===== src/rtl/pwmtb_pkg.sv =====
`timescale 1ns/1ps
// Shared types for the PWM timebase: the write-target selector.
package pwmtb_pkg;
    typedef enum logic [1:0] {
        SEL_PERIOD = 2'd0,
        SEL_PRESC  = 2'd1,
        SEL_CMPA   = 2'd2,
        SEL_CMPB   = 2'd3
    } pwm_sel_e;
endpackage


===== src/rtl/pwmtb_cfg.sv =====
`timescale 1ns/1ps
// Setting registers: accepts writes, clamps periods, rejects zero requests,
// rounds divider requests down to a power of two and clears compares on
// period writes. Assumes wr_en is a single-cycle strobe in the clk domain.
module pwmtb_cfg #(
    parameter int CNT_W      = 16,
    parameter int DATA_W     = 32,
    parameter int DIV_STEPS  = 8,
    parameter int RST_PERIOD = 1000,
    parameter int NCH        = 2,
    localparam int IDX_W     = $clog2(DIV_STEPS)
) (
    input  logic                      clk,
    input  logic                      rst_n,
    input  logic                      wr_en,
    input  logic [1:0]                wr_sel,
    input  logic [DATA_W-1:0]         wr_data,
    output logic [CNT_W-1:0]          per_q,
    output logic [IDX_W-1:0]          idx_q,
    output logic [NCH-1:0][CNT_W-1:0] cmp_q
);
    import pwmtb_pkg::*;

    localparam logic [DATA_W-1:0] PER_MAX_W = {{(DATA_W-CNT_W){1'b0}}, {CNT_W{1'b1}}};

    logic [CNT_W-1:0] per_clamped;
    logic [IDX_W-1:0] req_idx;
    logic             data_zero;

    // Clamp the requested period to the counter range.
    always_comb begin
        per_clamped = (wr_data > PER_MAX_W) ? {CNT_W{1'b1}} : wr_data[CNT_W-1:0];
    end

    // Pick the largest power-of-two divider not above the request.
    always_comb begin
        req_idx = '0;
        for (int i = 0; i < DIV_STEPS; i++) begin
            if (wr_data >= (DATA_W'(1) << i)) req_idx = IDX_W'(i);
        end
    end

    assign data_zero = (wr_data == '0);

    // Apply accepted writes to the programmed settings.
    always_ff @(posedge clk) begin
        if (!rst_n) begin
            per_q <= CNT_W'(RST_PERIOD);
            idx_q <= '0;
            cmp_q <= '0;
        end else if (wr_en) begin
            case (pwm_sel_e'(wr_sel))
                SEL_PERIOD: begin
                    if (!data_zero) begin
                        per_q <= per_clamped;
                        cmp_q <= '0;
                    end
                end
                SEL_PRESC: begin
                    if (!data_zero && (req_idx != idx_q)) idx_q <= req_idx;
                end
                SEL_CMPA: cmp_q[0] <= wr_data[CNT_W-1:0];
                SEL_CMPB: cmp_q[NCH-1] <= wr_data[CNT_W-1:0];
                default: ;
            endcase
        end
    end
endmodule


===== src/rtl/pwmtb_presc.sv =====
`timescale 1ns/1ps
// Clock prescaler: issues one tick every 2^idx input cycles. Assumes idx
// changes only on a tick, so the count restarts from zero with each new index.
module pwmtb_presc #(
    parameter int DIV_STEPS = 8,
    localparam int IDX_W    = $clog2(DIV_STEPS),
    localparam int PRE_W    = (DIV_STEPS > 1) ? DIV_STEPS - 1 : 1
) (
    input  logic             clk,
    input  logic             rst_n,
    input  logic [IDX_W-1:0] act_idx,
    output logic             tick,
    output logic [PRE_W-1:0] pre_q
);
    logic [PRE_W-1:0] limit;

    // Last count value before a tick for the active divider.
    assign limit = PRE_W'(((PRE_W+1)'(1) << act_idx) - (PRE_W+1)'(1));
    assign tick  = (pre_q == limit);

    // Count input cycles and restart after each tick.
    always_ff @(posedge clk) begin
        if (!rst_n)    pre_q <= '0;
        else if (tick) pre_q <= '0;
        else           pre_q <= pre_q + PRE_W'(1);
    end
endmodule


===== src/rtl/pwmtb_counter.sv =====
`timescale 1ns/1ps
// Period counter: counts ticks from 0 to the active period minus one. It loads
// the programmed period and divider into the active copies only at the wrap.
// Assumes prog_per is never zero.
module pwmtb_counter #(
    parameter int CNT_W      = 16,
    parameter int DIV_STEPS  = 8,
    parameter int RST_PERIOD = 1000,
    localparam int IDX_W     = $clog2(DIV_STEPS)
) (
    input  logic             clk,
    input  logic             rst_n,
    input  logic             tick,
    input  logic [CNT_W-1:0] prog_per,
    input  logic [IDX_W-1:0] prog_idx,
    output logic [CNT_W-1:0] cnt_q,
    output logic [CNT_W-1:0] act_m1_q,
    output logic [IDX_W-1:0] act_idx_q
);
    logic at_end;

    assign at_end = (cnt_q == act_m1_q);

    // Advance on each tick; at the end, wrap and take the new settings.
    always_ff @(posedge clk) begin
        if (!rst_n) begin
            cnt_q     <= '0;
            act_m1_q  <= CNT_W'(RST_PERIOD - 1);
            act_idx_q <= '0;
        end else if (tick) begin
            if (at_end) begin
                cnt_q     <= '0;
                act_m1_q  <= prog_per - CNT_W'(1);
                act_idx_q <= prog_idx;
            end else begin
                cnt_q <= cnt_q + CNT_W'(1);
            end
        end
    end
endmodule


===== src/rtl/pwmtb_cmp.sv =====
`timescale 1ns/1ps
// Channel comparators: one output per channel, high while the count is below
// that channel's compare value. Purely combinational from registered inputs.
module pwmtb_cmp #(
    parameter int CNT_W = 16,
    parameter int NCH   = 2
) (
    input  logic [CNT_W-1:0]          cnt,
    input  logic [NCH-1:0][CNT_W-1:0] cmp,
    output logic [NCH-1:0]            pwm
);
    // One strict less-than comparator for each channel.
    for (genvar ch = 0; ch < NCH; ch++) begin : g_ch
        assign pwm[ch] = (cnt < cmp[ch]);
    end
endmodule


===== src/rtl/pwm2_timebase.sv =====
`timescale 1ns/1ps
// Two-channel PWM timebase top: setting registers, prescaler, period counter,
// comparators and a frequency read-back. Assumes a single clock domain and
// that CLK_HZ fits in FREQ_W bits.
module pwm2_timebase #(
    parameter int CNT_W      = 16,
    parameter int DATA_W     = 32,
    parameter int DIV_STEPS  = 8,
    parameter int RST_PERIOD = 1000,
    parameter int CLK_HZ     = 100_000_000,
    parameter int FREQ_W     = 32,
    localparam int IDX_W     = $clog2(DIV_STEPS),
    localparam int PRE_W     = (DIV_STEPS > 1) ? DIV_STEPS - 1 : 1,
    localparam int NCH       = 2
) (
    input  logic              clk,
    input  logic              rst_n,
    input  logic              wr_en,
    input  logic [1:0]        wr_sel,
    input  logic [DATA_W-1:0] wr_data,
    output logic              pwm_a,
    output logic              pwm_b,
    output logic [CNT_W-1:0]  tb_count,
    output logic [CNT_W-1:0]  period_m1_rd,
    output logic [IDX_W-1:0]  div_idx_rd,
    output logic [CNT_W-1:0]  cmp_a_rd,
    output logic [CNT_W-1:0]  cmp_b_rd,
    output logic [FREQ_W-1:0] freq_rd
);
    localparam logic [FREQ_W-1:0] CLK_V = FREQ_W'(CLK_HZ);

    logic [CNT_W-1:0]          per_q;
    logic [IDX_W-1:0]          idx_q;
    logic [NCH-1:0][CNT_W-1:0] cmp_q;
    logic                      tick;
    logic [PRE_W-1:0]          pre_q;
    logic [CNT_W-1:0]          cnt_q;
    logic [CNT_W-1:0]          act_m1_q;
    logic [IDX_W-1:0]          act_idx_q;
    logic [NCH-1:0]            pwm;

    pwmtb_cfg #(
        .CNT_W(CNT_W), .DATA_W(DATA_W), .DIV_STEPS(DIV_STEPS),
        .RST_PERIOD(RST_PERIOD), .NCH(NCH)
    ) u_cfg (
        .clk(clk), .rst_n(rst_n), .wr_en(wr_en), .wr_sel(wr_sel),
        .wr_data(wr_data), .per_q(per_q), .idx_q(idx_q), .cmp_q(cmp_q)
    );

    pwmtb_presc #(.DIV_STEPS(DIV_STEPS)) u_presc (
        .clk(clk), .rst_n(rst_n), .act_idx(act_idx_q), .tick(tick), .pre_q(pre_q)
    );

    pwmtb_counter #(
        .CNT_W(CNT_W), .DIV_STEPS(DIV_STEPS), .RST_PERIOD(RST_PERIOD)
    ) u_cnt (
        .clk(clk), .rst_n(rst_n), .tick(tick), .prog_per(per_q),
        .prog_idx(idx_q), .cnt_q(cnt_q), .act_m1_q(act_m1_q), .act_idx_q(act_idx_q)
    );

    pwmtb_cmp #(.CNT_W(CNT_W), .NCH(NCH)) u_cmp (
        .cnt(cnt_q), .cmp(cmp_q), .pwm(pwm)
    );

    // Read-back of programmed settings and the derived output frequency.
    assign pwm_a        = pwm[0];
    assign pwm_b        = pwm[1];
    assign tb_count     = cnt_q;
    assign period_m1_rd = per_q - CNT_W'(1);
    assign div_idx_rd   = idx_q;
    assign cmp_a_rd     = cmp_q[0];
    assign cmp_b_rd     = cmp_q[1];
    assign freq_rd      = (CLK_V >> idx_q) / FREQ_W'(per_q);
endmodule


===== config.mk =====
export PLATFORM = sky130hd
export DESIGN_NAME = pwm2_timebase
export DESIGN_NICKNAME = d
export VERILOG_FILES = /design/src/rtl/pwmtb_pkg.sv /design/src/rtl/pwmtb_cfg.sv /design/src/rtl/pwmtb_presc.sv /design/src/rtl/pwmtb_counter.sv /design/src/rtl/pwmtb_cmp.sv /design/src/rtl/pwm2_timebase.sv
export SDC_FILE = /design/constraint.sdc
export NUM_CORES = 1
export LEC_CHECK = 0
export BUFFER_PORTS_ARGS = -buffer_cell sky130_fd_sc_hd__clkbuf_2
export CAP_MARGIN = 20
export CORE_MARGIN = 2
export CORE_UTILIZATION = 50
export DETAILED_ROUTE_END_ITERATION = 7
export PLACE_DENSITY = 0.77
export SYNTH_ARGS = -nofsm -noshare
export SYNTH_HDL_FRONTEND = slang
export SYNTH_HIERARCHICAL = 1
export SYNTH_SLANG_ARGS = --single-unit

===== constraint.sdc =====
create_clock -name clk -period 255.3 [get_ports clk]
set_input_delay 25.53 -clock clk [delete_from_list [all_inputs] [get_ports clk]]
set_output_delay 25.53 -clock clk [all_outputs]
set_load 0.05 [all_outputs]

==> impl_metrics.xml, run 1 <==
<?xml version="1.0" encoding="UTF-8"?>
<metrics>
  <group name="outcome">
    <metric name="outcome" unit="">complete, but fails checks</metric>
    <metric name="failed_checks" unit="">DRC</metric>
  </group>
  <group name="clock_tree">
    <metric name="tritoncts" unit="">yes</metric>
    <metric name="clock_insertion_delay_worst_skew" unit="ns">0.35</metric>
    <metric name="cts_resized" unit="">0</metric>
    <metric name="clock_sink_total" unit="">93</metric>
    <metric name="max-clock-path-buffers" unit="">2</metric>
    <metric name="postCtsSetupBuffers" unit="">0</metric>
    <metric name="postCtsHoldBufs" unit="">0</metric>
    <metric name="cts.root.buffer_cell" unit="">clkbuf_16</metric>
    <metric name="clock_tree.htree_level_count" unit="">3</metric>
    <metric name="cts_inserted_buffers" unit="">9</metric>
    <metric name="clkTransAtPathRegs" unit="ns">0.07</metric>
  </group>
  <group name="setup_path">
    <metric name="worst_path_largest_cell_delay" unit="ns">0.96</metric>
    <metric name="worst-endpoint-arrival" unit="ns">103.69</metric>
    <metric name="critical_path_peak_fanout" unit="">35</metric>
    <metric name="critical-path-top-cell-by-count" unit="">o21a_1</metric>
    <metric name="critical_path.slowest_cell" unit="">nor4_1</metric>
    <metric name="timing.setup.critical_path_class" unit="">reg -&gt; out</metric>
    <metric name="ff2ff_path_depth" unit="">8</metric>
    <metric name="cp-end-kind" unit="">output pin</metric>
    <metric name="r2r_setup_slack" unit="ns">251.97</metric>
    <metric name="worstSetupStartpointType" unit="">register</metric>
    <metric name="capture_instance_of_the_worst_register_to_register_path" unit="">u_cnt/act_idx_q[0]</metric>
    <metric name="rr_startpoint" unit="">u_cnt/act_idx_q[1]</metric>
    <metric name="cp.required" unit="ns">229.77</metric>
  </group>
  <group name="die">
    <metric name="start_util" unit="%">50.5</metric>
    <metric name="dieHeight" unit="um">240</metric>
    <metric name="num_io_pins" unit="">138</metric>
    <metric name="die_area" unit="mm^2">0.0576</metric>
    <metric name="placeableCoreArea" unit="mm^2">0.0551</metric>
    <metric name="fp.dieW" unit="um">240</metric>
    <metric name="fp-row-count" unit="">86</metric>
  </group>
  <group name="timing">
    <metric name="pin_slew_with_the_least_headroom_to_its_limit" unit="ns">1.16</metric>
    <metric name="setup_viol" unit="">0</metric>
    <metric name="post-route-period-util" unit="%">50.6</metric>
    <metric name="min_period" unit="ns">129.22</metric>
    <metric name="hold_ws" unit="ns">0.473</metric>
    <metric name="achievable_frequency" unit="MHz">7.74</metric>
    <metric name="fin_tns_setup" unit="ns">0</metric>
    <metric name="max-slew-margin-rel" unit="%">22.8</metric>
    <metric name="timing.final.hold_violations" unit="">0</metric>
    <metric name="fin_skew" unit="ns">0.00889</metric>
    <metric name="timing.final.max_slew_violations" unit="">0</metric>
    <metric name="rsz_0062_raised_after_global_routing" unit="">no</metric>
  </group>
  <group name="global_routing">
    <metric name="grt_pass1_wl" unit="mm">134</metric>
    <metric name="residual_overflow_from_global_routing" unit="">0</metric>
    <metric name="gr-usage-all-layers" unit="%">27.7</metric>
    <metric name="antenna_found_initial" unit="">0</metric>
    <metric name="grt_start_max_net_pins" unit="">79</metric>
    <metric name="first_global_vias" unit="">26600</metric>
  </group>
  <group name="synth">
    <metric name="yosys.cell_types.count" unit="">130</metric>
    <metric name="yosys_warnings" unit="">6</metric>
    <metric name="syn_inst" unit="">3847</metric>
    <metric name="syn_avg_cell_area" unit="um^2">7.24</metric>
    <metric name="synth_area" unit="mm^2">0.0278</metric>
    <metric name="ys_seq_elements" unit="">93</metric>
    <metric name="synth_sequential_area_ratio" unit="%">6.69</metric>
    <metric name="synth-edff-count" unit="">0</metric>
    <metric name="synth_async_sr_flop_share" unit="%">0</metric>
    <metric name="dominantRegCellSynth" unit="">dfxtp_1</metric>
  </group>
  <group name="placed_design">
    <metric name="port-buffer-count" unit="">137</metric>
    <metric name="globalplace.congestion" unit="">0.993</metric>
    <metric name="place_hpwl" unit="mm">65.2</metric>
    <metric name="placed_cells" unit="">4651</metric>
  </group>
  <group name="finish">
    <metric name="final_common_cell" unit="">ha_1</metric>
    <metric name="post_route_cells_drive_above_1_share" unit="%">11.1</metric>
    <metric name="final_nets" unit="">4376</metric>
    <metric name="antenna_cells" unit="">0</metric>
    <metric name="layout_common_cells" unit="">ha_1 (425), nand2_1 (357), nor2_1 (320)</metric>
    <metric name="layoutNonFillerInstCount" unit="">4667</metric>
    <metric name="area.growth.synth_to_final" unit="%">6.11</metric>
  </group>
  <group name="min_path">
    <metric name="worst_hold_path.num_cells" unit="">2</metric>
    <metric name="worst_hold_startpoint" unit="">u_cfg/cmp_q[20]</metric>
    <metric name="worst_hold_path_type" unit="">reg -&gt; reg</metric>
    <metric name="whs_endpoint" unit="">u_cfg/cmp_q[20]</metric>
  </group>
  <group name="drt">
    <metric name="wire_per_inst" unit="um">17.6</metric>
    <metric name="router_iterations_before_antenna_repair" unit="">8</metric>
    <metric name="drt_iter0_drc" unit="">2465</metric>
    <metric name="route.detailed.vias_per_inst" unit="">6.29</metric>
    <metric name="route.vias.total" unit="">29400</metric>
    <metric name="routed_wl" unit="mm">82.1</metric>
    <metric name="drc" unit="">1</metric>
    <metric name="antenna_violating_nets_post_route" unit="">0</metric>
  </group>
  <group name="run">
    <metric name="cap_viol_max_count" unit="">0</metric>
  </group>
</metrics>
[per-stage QoR]
step           setup WS (ns)  util (%)  area, um^2
6_report              126.08      53.6       29500
5_1_grt               117.77      53.6       29500
4_1_cts               127.33      53.6       29500
3_5_place_dp          127.98      53.0       29200
3_3_place_gp          130.88      53.0       29200
2_1_floorplan         130.91         -       27800
[cell families after synthesis]
| logic type | share of synthesized area, % |
|---|---|
| AND/OR/NAND/NOR | 25.8 |
| multiplexers | 4.91 |
| AO/OA/AOI/OAI | 31.8 |
| buffers and inverters | 3.74 |
| other | 0.0135 |
| XOR/XNOR | 7.90 |
| flip-flops | 6.69 |
| adder cells (fa/ha/maj) | 19.2 |
[flip-flops by register name (all words and copies together), names as in the netlist]
signal,flops
u_cfg/cmp_q,32
u_cfg/per_q,16
u_cnt/act_m1_q,16
u_cnt/cnt_q,16
u_presc/pre_q,7
u_cfg/idx_q,3
u_cnt/act_idx_q,3
[synth_stat cells (all sizes together), types with 63 or more instances]
library cell	number	area (um^2)
a21oi	282	1440
nor2	324	1240
inv	141	529
o21ai	204	1030
nand2	360	1360
clkbuf	63	236
xor2	103	902
or2	64	400
mux2	92	1080
nor3	265	1360
ha	425	5320
a21o	102	766
nand3	77	395
dfxtp	93	1860
o21a	199	1490
xnor2	148	1300
o31ai	107	832
[area by class of cell]
type	instances	area, um^2
clock buffers	9	225
inverters	143	537
well taps	748	936
repair buffers	165	896
fillers	5387	25600
multi-input cells	3502	25000
clock inverters	7	109
flip-flops and latches	93	1860
[metal layers]
metal	global-route usage (%)	vias up	routed length (um)
met2	44.1	1020	35000
met4	7.68	0	2300
met3	3.23	130	5860
met5	0	-	0
li1	-	14700	-
met1	39.1	13500	38900
[critical path, delay by kind of cell, from the launching register on]
kind | cells | cell delay (ns)
AO/OA/AOI/OAI | 268 | 60.74
AND/OR/NAND/NOR | 77 | 19.74
adder cells (fa/ha/maj) | 31 | 9.40
buffers and inverters | 33 | 8.61
multiplexers | 10 | 4.11
flip-flops | 1 | 0.47
[worst max-delay path by stage]
stage	to	cells past startpoint	startpoint
2_1_floorplan	freq_rd[0]	464	u_cfg/per_q[0]
3_3_place_gp	freq_rd[0]	423	u_cfg/per_q[5]
3_5_place_dp	freq_rd[0]	418	u_cfg/per_q[5]
4_1_cts	freq_rd[0]	418	u_cfg/per_q[5]
5_1_grt	freq_rd[0]	422	u_cfg/per_q[5]
6_report	freq_rd[0]	419	u_cfg/per_q[5]
Power of run 1 is left out: the tool's default activity adds up to more than one toggle a clock period on the data nets, which glitch-free logic cannot reach.
==> inputs of run 2 (changes only) <==
ABC_AREA = 1   (was not set)
PLACE_DENSITY = 0.8   (was 0.77)
clock period = 104.5 ns   (was 255.3 ns; I/O delays follow)
==> run 2 against run 1 <==
Effect of this change: the run now ends clean; synthesized cell count is 32% higher; via count grew 9.5%; final area grew 6.7%; critical path depth rose by 171; utilization rose by 0.70 points; clock-buffer cell count increased by 1; critical endpoint unchanged; largest cell class unchanged.
==> impl_metrics.xml, run 2 <==
<?xml version="1.0" encoding="UTF-8"?>
<metrics>
  <group name="placed_design">
    <metric name="globalplace.congestion" unit="">0.955</metric>
    <metric name="place_area" unit="mm^2">0.0308</metric>
    <metric name="place_hpwl" unit="mm">64.4</metric>
    <metric name="port-buffer-count" unit="">137</metric>
  </group>
  <group name="finish">
    <metric name="final_nets" unit="">5661</metric>
    <metric name="largest-register" unit="">u_cfg/cmp_q</metric>
    <metric name="antenna_cells" unit="">0</metric>
    <metric name="area.growth.synth_to_final" unit="%">6.95</metric>
    <metric name="num-fill-cells" unit="">5816</metric>
    <metric name="final_common_cell" unit="">nand2_1</metric>
    <metric name="finalInstanceArea" unit="mm^2">0.0315</metric>
    <metric name="largest_register_ff_count" unit="">32</metric>
    <metric name="post_route_cells_drive_above_1_share" unit="%">10.2</metric>
    <metric name="layout_common_cells" unit="">nand2_1 (1,414), inv_1 (738), ha_1 (425)</metric>
  </group>
  <group name="global_routing">
    <metric name="residual_overflow_from_global_routing" unit="">0</metric>
    <metric name="first_global_vias" unit="">28800</metric>
    <metric name="grt_pass1_wl" unit="mm">133</metric>
    <metric name="grt_start_max_net_pins" unit="">36</metric>
    <metric name="antenna_found_initial" unit="">1</metric>
    <metric name="gr-usage-all-layers" unit="%">25.6</metric>
  </group>
  <group name="drt">
    <metric name="drc" unit="">0</metric>
    <metric name="wire_per_inst" unit="um">13.7</metric>
    <metric name="routed_wl" unit="mm">81.6</metric>
    <metric name="route.vias.total" unit="">32200</metric>
    <metric name="antenna_violating_nets_post_route" unit="">0</metric>
    <metric name="route.detailed.vias_per_inst" unit="">5.39</metric>
    <metric name="drt_iter0_drc" unit="">2223</metric>
    <metric name="router_iterations_before_antenna_repair" unit="">6</metric>
  </group>
  <group name="setup_path">
    <metric name="worstSetupStartpointType" unit="">register</metric>
    <metric name="timing.setup.critical_path_class" unit="">reg -&gt; out</metric>
    <metric name="r2r_setup_slack" unit="ns">101.72</metric>
    <metric name="rr_startpoint" unit="">u_cnt/act_idx_q[2]</metric>
    <metric name="worst_path_largest_cell_delay" unit="ns">0.44</metric>
    <metric name="capture_instance_of_the_worst_register_to_register_path" unit="">u_cnt/act_m1_q[3]</metric>
    <metric name="cp.required" unit="ns">94.05</metric>
    <metric name="cp-end-kind" unit="">output pin</metric>
    <metric name="worst-endpoint-arrival" unit="ns">83.21</metric>
    <metric name="ff2ff_path_depth" unit="">13</metric>
    <metric name="critical-path-top-cell-by-count" unit="">nand2_1</metric>
    <metric name="critical_path.slowest_cell" unit="">dfxtp_1</metric>
    <metric name="critical_path_peak_fanout" unit="">35</metric>
  </group>
  <group name="die">
    <metric name="die_area" unit="mm^2">0.0609</metric>
    <metric name="placeableCoreArea" unit="mm^2">0.0580</metric>
    <metric name="fp.dieW" unit="um">247</metric>
    <metric name="num_io_pins" unit="">138</metric>
    <metric name="fp-row-count" unit="">88</metric>
    <metric name="dieHeight" unit="um">247</metric>
    <metric name="start_util" unit="%">50.8</metric>
  </group>
  <group name="clock_tree">
    <metric name="clock_insertion_delay_worst_skew" unit="ns">0.35</metric>
    <metric name="max-clock-path-buffers" unit="">2</metric>
    <metric name="clock_tree.htree_level_count" unit="">3</metric>
    <metric name="cts_inserted_buffers" unit="">9</metric>
    <metric name="cts.root.buffer_cell" unit="">clkbuf_16</metric>
    <metric name="clkTransAtPathRegs" unit="ns">0.06</metric>
    <metric name="tritoncts" unit="">yes</metric>
    <metric name="clock_sink_total" unit="">93</metric>
  </group>
  <group name="outcome">
    <metric name="outcome" unit="">finished clean</metric>
  </group>
  <group name="timing">
    <metric name="timing.final.max_slew_violations" unit="">0</metric>
    <metric name="min_period" unit="ns">93.66</metric>
    <metric name="timing.final.hold_violations" unit="">0</metric>
    <metric name="achievable_frequency" unit="MHz">10.7</metric>
    <metric name="hold_ws" unit="ns">0.483</metric>
    <metric name="pin_slew_with_the_least_headroom_to_its_limit" unit="ns">0.765</metric>
    <metric name="max-slew-margin-rel" unit="%">49.0</metric>
    <metric name="fin_skew" unit="ns">0.00811</metric>
    <metric name="setup_viol" unit="">0</metric>
    <metric name="post-route-period-util" unit="%">89.6</metric>
  </group>
  <group name="synth">
    <metric name="top_cells_by_area_synth" unit="">ha_1 (18%), nand2_1 (18%), inv_1 (9.5%), xor2_1 (6.5%), dfxtp_1 (6.3%)</metric>
    <metric name="synth_sequential_area_ratio" unit="%">6.32</metric>
    <metric name="ys_top_cells_by_count" unit="">nand2_1 (1,415), inv_1 (746), ha_1 (425)</metric>
    <metric name="syn_avg_cell_area" unit="um^2">5.80</metric>
    <metric name="yosys.cell_types.count" unit="">62</metric>
    <metric name="synth_top_cell_area_share" unit="%">18.0</metric>
    <metric name="synth-edff-count" unit="">0</metric>
    <metric name="syn_inst" unit="">5077</metric>
    <metric name="synth_most_common_cell" unit="">nand2_1</metric>
    <metric name="synth_area" unit="mm^2">0.0295</metric>
    <metric name="yosysTopAreaCell" unit="">ha_1</metric>
    <metric name="dominantRegCellSynth" unit="">dfxtp_1</metric>
    <metric name="yosys_warnings" unit="">6</metric>
    <metric name="ys_seq_elements" unit="">93</metric>
    <metric name="synth_async_sr_flop_share" unit="%">0</metric>
  </group>
  <group name="min_path">
    <metric name="worst_hold_path_type" unit="">reg -&gt; reg</metric>
    <metric name="whs_endpoint" unit="">u_cfg/cmp_q[2]</metric>
    <metric name="worst_hold_startpoint" unit="">u_cfg/cmp_q[2]</metric>
    <metric name="worst_hold_path.num_cells" unit="">2</metric>
  </group>
  <group name="run">
    <metric name="cap_viol_max_count" unit="">0</metric>
  </group>
</metrics>
[run 2: changes by cell type after synthesis, sizes merged, moves of 92 or more]
cell,previous run,this run
inv,141,782
mux2,92,0
nand2,360,1467
nand3,77,381
nor2,324,424
nor3,265,62
o21a,199,6
o21ai,204,376
xor2,103,220
[run 2: kinds of logic (layout without fill, tap and decap cells)]
family	after synthesis	count (layout)	synth area share [%]
multiplexers	1	1	0.0340
AO/OA/AOI/OAI	818	818	15.9
buffers and inverters	885	1006	11.9
XOR/XNOR	320	320	9.51
AND/OR/NAND/NOR	2534	2536	38.3
adder cells (fa/ha/maj)	425	425	18.0
flip-flops	93	93	6.32
other	1	4	0.0127
[run 2: layout make-up]
cell class	instances	area, um^2	share of cell area, %
timing repair buffer	191	1100	3.51
timing repair inverter	8	42.5	0.135
clock buffer	10	229	0.726
tap	765	957	3.04
sequential	93	1860	5.91
inverter	792	3030	9.60
multi-input combinational	4104	24200	76.9
clock inverter	5	60.1	0.191
[run 2: timing repair]
item / in CTS / in global routing
setup endpoints to repair: 0 / 3
setup buffers: 0 / 31
gates resized for setup: 0 / 53
hold buffers: 0 / 0
[run 2: metal layers]
| layer | vias to the layer above | global-route usage (%) | share of wire (%) |
|---|---|---|---|
| met2 | 910 | 45.1 | 46 |
| met3 | 187 | 1.51 | 5.3 |
| li1 | 16800 | - | - |
| met1 | 14300 | 32.9 | 45 |
| met4 | 0 | 9.20 | 3.7 |
| met5 | - | 0 | 0 |
[run 2: worst max path at each step]
stage	start	end	slack, ns	cells past startpoint
2_1_floorplan	u_cfg/per_q[0]	freq_rd[0]	10.18	600
5_1_grt	u_cfg/per_q[0]	freq_rd[0]	-0.19	593
3_3_place_gp	u_cfg/per_q[0]	freq_rd[0]	9.78	558
3_5_place_dp	u_cfg/per_q[0]	freq_rd[0]	6.37	559
4_1_cts	u_cfg/per_q[0]	freq_rd[0]	5.75	560
6_report	u_cfg/per_q[0]	freq_rd[0]	10.84	590
[run 2: critical path, delay by kind of cell, from the launching register on]
family	cells	cell delay, ns
adders and majority gates	32	10.08
DFF	1	0.44
and+or+nand+nor	259	29.30
AOI/OAI and AO/OA	182	31.30
buffers and inverters	116	11.32
xor gates and xnor gates	1	0.14
[run 2: stage by stage]
stage | cells | util [%] | TNS, ns | worst slack, ns
finish | 5968 | 54.3 | 0 | 10.84
global route | 5968 | 54.3 | -0.190 | -0.190
CTS | 5926 | 53.5 | 0 | 5.75
detailed placement | 5911 | 53.0 | 0 | 6.37
global placement | 5911 | 53.0 | 0 | 9.78
floorplan | 5080 | - | 0 | 10.18
Power of run 2 is left out for the same reason.
